$ cat src/rtl/dmac_pkg.sv
package dmac_pkg;
   // supported result latencies of the accumulate pipeline
   localparam int unsigned DMAC_LAT_MIN = 1;
   localparam int unsigned DMAC_LAT_MAX = 2;
   // number of parallel halfword lanes
   localparam int unsigned DMAC_LANES   = 2;

   typedef enum logic {
      LANE_BOTTOM = 1'b0,
      LANE_TOP    = 1'b1
   } dmac_lane_e;
endpackage

$ cat src/rtl/dmac_steer.sv
// Routes the second operand to the lane multipliers, optionally exchanging
// its halfwords so that each lane sees the opposite half.
module dmac_steer #(
   parameter int unsigned HALF_W = 16
) (
   input  logic [2*HALF_W-1:0] m_in,
   input  logic                swap,
   output logic [2*HALF_W-1:0] m_out
);
   localparam int unsigned WORD_W = 2 * HALF_W;

   always_comb begin
      if (swap) begin
         m_out = {m_in[HALF_W-1:0], m_in[WORD_W-1:HALF_W]};
      end else begin
         m_out = m_in;
      end
   end
endmodule

$ cat src/rtl/dmac_lane_mul.sv
// One signed halfword multiplier lane. The product width is twice the
// operand width, so the product is always exact (including -2^(H-1) squared).
module dmac_lane_mul #(
   parameter int unsigned HALF_W = 16
) (
   input  logic        [HALF_W-1:0]   a,
   input  logic        [HALF_W-1:0]   b,
   output logic signed [2*HALF_W-1:0] prod
);
   localparam int unsigned PROD_W = 2 * HALF_W;

   logic signed [PROD_W-1:0] a_x;
   logic signed [PROD_W-1:0] b_x;

   always_comb begin
      a_x  = {{HALF_W{a[HALF_W-1]}}, a};
      b_x  = {{HALF_W{b[HALF_W-1]}}, b};
      prod = a_x * b_x;
   end
endmodule

$ cat src/rtl/dmac_acc_add.sv
// Three-input accumulate adder: both lane products are sign-extended to the
// accumulator width, then summed with it. Overflow wraps at the full width.
module dmac_acc_add #(
   parameter int unsigned HALF_W = 16
) (
   input  logic signed [2*HALF_W-1:0] p_bot,
   input  logic signed [2*HALF_W-1:0] p_top,
   input  logic        [4*HALF_W-1:0] acc,
   output logic        [4*HALF_W-1:0] sum
);
   localparam int unsigned PROD_W = 2 * HALF_W;
   localparam int unsigned ACC_W  = 4 * HALF_W;
   localparam int unsigned EXT_W  = ACC_W - PROD_W;

   logic [ACC_W-1:0] ext_bot;
   logic [ACC_W-1:0] ext_top;

   always_comb begin
      ext_bot = {{EXT_W{p_bot[PROD_W-1]}}, p_bot};
      ext_top = {{EXT_W{p_top[PROD_W-1]}}, p_top};
      sum     = acc + ext_bot + ext_top;
   end
endmodule

$ cat src/rtl/dual_mac64.sv
// Dual signed halfword multiply with long accumulate. LATENCY selects
// a single registered stage (products and add in one cycle) or a split
// where the products are registered before the wide add.
module dual_mac64
   import dmac_pkg::*;
#(
   parameter int unsigned HALF_W  = 16,
   parameter int unsigned LATENCY = 2
) (
   input  logic                clk,
   input  logic                rst,
   input  logic                in_valid,
   input  logic [2*HALF_W-1:0] src_n,
   input  logic [2*HALF_W-1:0] src_m,
   input  logic                swap_m,
   input  logic [2*HALF_W-1:0] acc_lo,
   input  logic [2*HALF_W-1:0] acc_hi,
   output logic                out_valid,
   output logic [2*HALF_W-1:0] res_lo,
   output logic [2*HALF_W-1:0] res_hi
);
   localparam int unsigned WORD_W = 2 * HALF_W;
   localparam int unsigned PROD_W = 2 * HALF_W;
   localparam int unsigned ACC_W  = 2 * WORD_W;
   localparam int unsigned IDX_B  = int'(LANE_BOTTOM);
   localparam int unsigned IDX_T  = int'(LANE_TOP);

   // elaboration-time parameter checks
   if (HALF_W < 2) begin : g_bad_half
      $error("dual_mac64: HALF_W must be at least 2");
   end
   if ((LATENCY < DMAC_LAT_MIN) || (LATENCY > DMAC_LAT_MAX)) begin : g_bad_lat
      $error("dual_mac64: LATENCY must be 1 or 2");
   end

   logic [WORD_W-1:0]        m_eff;
   logic [ACC_W-1:0]         acc_in;
   logic signed [PROD_W-1:0] lane_prod [DMAC_LANES];
   logic                     valid_q;
   logic [ACC_W-1:0]         res_q;

   assign acc_in = {acc_hi, acc_lo};

   dmac_steer #(.HALF_W(HALF_W)) steer_i (
      .m_in  (src_m),
      .swap  (swap_m),
      .m_out (m_eff)
   );

   for (genvar ln = 0; ln < DMAC_LANES; ln++) begin : g_lane
      dmac_lane_mul #(.HALF_W(HALF_W)) mul_i (
         .a    (src_n[ln*HALF_W +: HALF_W]),
         .b    (m_eff[ln*HALF_W +: HALF_W]),
         .prod (lane_prod[ln])
      );
   end

   if (LATENCY == 1) begin : g_lat1
      logic [ACC_W-1:0] sum_w;

      dmac_acc_add #(.HALF_W(HALF_W)) add_i (
         .p_bot (lane_prod[IDX_B]),
         .p_top (lane_prod[IDX_T]),
         .acc   (acc_in),
         .sum   (sum_w)
      );

      always_ff @(posedge clk) begin
         if (rst) begin
            valid_q <= 1'b0;
            res_q   <= '0;
         end else begin
            valid_q <= in_valid;
            if (in_valid) begin
               res_q <= sum_w;
            end
         end
      end
   end else begin : g_lat2
      logic                     s1_valid;
      logic signed [PROD_W-1:0] s1_bot;
      logic signed [PROD_W-1:0] s1_top;
      logic [ACC_W-1:0]         s1_acc;
      logic [ACC_W-1:0]         sum_w;

      // stage 1: capture lane products and the accumulator
      always_ff @(posedge clk) begin
         if (rst) begin
            s1_valid <= 1'b0;
            s1_bot   <= '0;
            s1_top   <= '0;
            s1_acc   <= '0;
         end else begin
            s1_valid <= in_valid;
            if (in_valid) begin
               s1_bot <= lane_prod[IDX_B];
               s1_top <= lane_prod[IDX_T];
               s1_acc <= acc_in;
            end
         end
      end

      dmac_acc_add #(.HALF_W(HALF_W)) add_i (
         .p_bot (s1_bot),
         .p_top (s1_top),
         .acc   (s1_acc),
         .sum   (sum_w)
      );

      // stage 2: register the wide sum
      always_ff @(posedge clk) begin
         if (rst) begin
            valid_q <= 1'b0;
            res_q   <= '0;
         end else begin
            valid_q <= s1_valid;
            if (s1_valid) begin
               res_q <= sum_w;
            end
         end
      end
   end

   assign out_valid = valid_q;
   assign res_lo    = res_q[WORD_W-1:0];
   assign res_hi    = res_q[ACC_W-1:WORD_W];
endmodule

$ cat config.mk
export PLATFORM = sky130hd
export DESIGN_NAME = dual_mac64
export DESIGN_NICKNAME = d
export VERILOG_FILES = /design/src/rtl/dmac_pkg.sv /design/src/rtl/dmac_steer.sv /design/src/rtl/dmac_lane_mul.sv /design/src/rtl/dmac_acc_add.sv /design/src/rtl/dual_mac64.sv
export SDC_FILE = /design/constraint.sdc
export NUM_CORES = 2
export LEC_CHECK = 0
export BUFFER_PORTS_ARGS = -buffer_cell sky130_fd_sc_hd__buf_4
export CORE_ASPECT_RATIO = 2
export CORE_MARGIN = 2
export CORE_UTILIZATION = 45
export DETAILED_ROUTE_END_ITERATION = 12
export GPL_TIMING_DRIVEN = 0
export SYNTH_ARGS = -nofsm -noshare
export SYNTH_HDL_FRONTEND = slang
export SYNTH_SLANG_ARGS = --single-unit
export TNS_END_PERCENT = 10
$ cat constraint.sdc
create_clock -name clk -period 8.6 [get_ports clk]
set_clock_uncertainty 0.1 [all_clocks]
set_input_delay 1.72 -clock clk [delete_from_list [all_inputs] [get_ports clk]]
set_output_delay 1.72 -clock clk [all_outputs]
set_load 0.01 [all_outputs]
==> results.py <==
metrics = {
    "finish": {
        "design_area_um2": 35500,
        "nets": 4661,
        "area_growth_pct": 11.3,
        "fill_cells": 6834,
        "instances_no_fill": 4639,
        "drive_gt1_share_pct": 9.10,
    },
    "global_route": {
        "grt_pass1_wl_um": 144000,
        "overflow": 0,
        "grt_pass1_vias": 25300,
        "antenna_found_initial": 2,
        "grt_max_degree": 26,
        "grt_usage_pct": 25.9,
    },
    "worst_setup_path": {
        "startpoint_type": "primary input",
        "cp_slowest_cell": "fa_2",
        "worstPathMaxFanout": 10,
        "end_kind": "flop",
        "cp_data_required_time_ns": 8.84,
        "critical-path-top-cell-by-count": "fa_1",
        "path_cells": "clkbuf_4 -> buf_8 -> mux2_2 -> clkbuf_1 -> nand2_1 -> inv_1 -> fa_2 -> fa_2 -> fa_1 -> fa_1 -> fa_1 -> inv_1 -> fa_1 -> inv_1 -> ha_1 -> nand2_1 -> nor3_2 -> nand3_1 -> a211oi_2 -> nor2_1 -> a211o_1 -> o21ai_1 -> xnor2_2 -> o21ai_0",
        "reg2reg_depth": 14,
        "crit_type": "in -> reg",
        "worstPathArrival_ns": 8.62,
        "cp_slowest_stage_delay_ns": 0.65,
    },
    "place": {
        "dpl.hpwl_um": 80300,
        "gp_congestion": 0.927,
        "place_area_um2": 34600,
        "place_ws_ns": -2.79,
        "port_buffers": 194,
        "dpl.cell_count": 4613,
    },
    "yosys": {
        "ys_seq_elements": 194,
        "yosys_warnings": 0,
        "ys_top_cells_by_area": "fa_1 37%, dfxtp_1 12%, ha_1 8.9%, inv_1 7.1%, mux2i_1 4.7%",
        "synth_edf_count": 0,
        "syn-num-nets": 4452,
        "avgSynthCellArea_um2": 9.11,
        "synth.top_cell.area_share_pct": 36.9,
        "synth_cell_types": 78,
        "yosysMostFrequentCell": "inv_1",
        "yosysSeqAreaShare_pct": 12.2,
        "async_reset_ff_share_pct": 0,
        "syn_area_um2": 31900,
        "yosys-top-cells-count": "600 x inv_1, 588 x fa_1, 308 x nand2_1",
        "synth_ff_type": "dfxtp_1",
        "synthCells": 3505,
        "yosys.area.top_type": "fa_1",
    },
    "timing": {
        "setup_violations": 0,
        "post-route-period-util_pct": 97.5,
        "max_freq_mhz": 119,
        "hold_violations": 0,
        "finalCriticalPeriod_ns": 8.38,
        "slew-limit-headroom_pct": 6.68,
        "worst_slack_ns": 0.218,
        "slew_violations": 0,
        "worst_slew_pin_slew_ns": 1.36,
        "finalSetupTns_ns": 0,
        "rsz0062_at_grt": "no",
    },
    "route": {
        "final_antenna_net_count": 0,
        "routed_via_density": 5.36,
        "dr.pass1.iters": 7,
        "routed_wl_um": 92200,
        "vias": 24900,
        "wl_per_cell_um": 19.9,
        "route.detailed.drc": 0,
        "drt_iter0_drc": 1425,
    },
    "clock_network": {
        "path_clk_slew_ns": 0.09,
        "clkSinkCount": 194,
        "root_buffer": "clkbuf_16",
        "cts_tree": "done",
        "cts_made_buffers": 17,
        "clk_latency_ns": 0.46,
        "ctsHoldBuffers": 0,
        "cts_max_path_buffers": 2,
        "htreeDepth": 4,
    },
    "die": {
        "ios": 197,
        "num_rows": 138,
        "die_area_um2": 73200,
        "coreArea_um2": 70400,
        "die_w_um": 192,
        "start_util_pct": 45.3,
        "die_y_um": 381,
    },
    "min_path": {
        "min_path_cells": 2,
        "min_path_type": "reg -> reg",
    },
    "job": {
        "cap_violations": 0,
    },
    "run_status": {
        "outcome": "completed",
    },
}
-- cells in the final DEF, fill, tap and decap left out, drive strengths merged, types with 84 or more instances in the layout --
master	Yosys	routed
nor2b	142	142
mux2i	151	151
buf	22	235
inv	600	606
clkbuf	131	125
o21ai	84	84
nor2	254	254
dfxtp	194	194
fa	588	588
and2	113	113
ha	227	227
nand2	308	308
a21oi	130	130
-- routing by layer --
metal / wire [um] / share of wire [%] / vias to the layer above / GRT usage, %
met5: 0 / 0 / - / 0
met4: 4380 / 4.7 / 0 / 10.3
li1: - / - / 11500 / -
met1: 38100 / 41 / 12600 / 34.7
met2: 45300 / 49 / 677 / 42.6
met3: 4520 / 4.9 / 119 / 3.04
-- area by class of cell --
| cell class | instances | area [um2] | share of cell area, % |
|---|---|---|---|
| multi-input cells | 2558 | 25400 | 71.6 |
| inverters | 600 | 2250 | 6.34 |
| flip-flops and latches | 194 | 3890 | 10.9 |
| diodes | 2 | 5.00 | 0.0141 |
| well taps | 910 | 1140 | 3.20 |
| plain buffers | 134 | 553 | 1.56 |
| clock buffers | 17 | 425 | 1.20 |
| repair buffers | 209 | 1640 | 4.61 |
| clock inverters | 15 | 204 | 0.574 |
-- stage by stage --
| step | hold slack [ns] | utilization, % |
|---|---|---|
| after CTS | 0.358 | 50.3 |
| after floorplan | 0.345 | - |
| after global placement | 0.341 | 49.0 |
| final | 0.356 | 50.4 |
| after detailed placement | 0.344 | 49.1 |
| after global routing | 0.390 | 50.4 |
-- logic make-up after synthesis --
group	Yosys count	synth area share, %
simple gates	1011	15.3
xor+xnor	105	2.88
compound gates	456	9.51
fa+ha+maj	815	45.8
flops	194	12.2
mux	171	5.44
buf+inv	753	8.89
-- critical path: cells and delay by family --
| family | cells | cell delay (ns) |
|---|---|---|
| XOR/XNOR | 1 | 0.21 |
| adder cells (fa/ha/maj) | 7 | 3.55 |
| AO/OA/AOI/OAI | 4 | 0.96 |
| buffers and inverters | 6 | 0.98 |
| AND/OR/NAND/NOR | 5 | 0.82 |
| multiplexers | 1 | 0.35 |
-- repair_timing --
item	4_1_cts	5_1_grt
endpoints found under the hold margin	0	0
pin swaps	1	1
buffers inserted	1	10
gates resized for setup	46	16
endpoints found under the setup margin	41	18
-- path summary, 6_finish.rpt --
check | from | endpoint | slack (ns)
hold / removal | res_q[49] | res_q[49] | 0.36
hold reg to reg | res_q[49] | res_q[49] | 0.36
setup / recovery | swap_m | g_lat2.s1_top[30] | 0.22
setup reg to reg | g_lat2.s1_acc[0] | res_q[59] | 4.23
-- registers in the layout, indices dropped and copies added (netlist names) --
name and count:
g_lat2.s1_acc 64, g_lat2.s1_bot 32, g_lat2.s1_top 32, g_lat2.s1_valid 1, out_valid 1, res_q 64
Power is not shown: default switching activity piles up to over one toggle a cycle in this logic, so the estimate is an artifact.
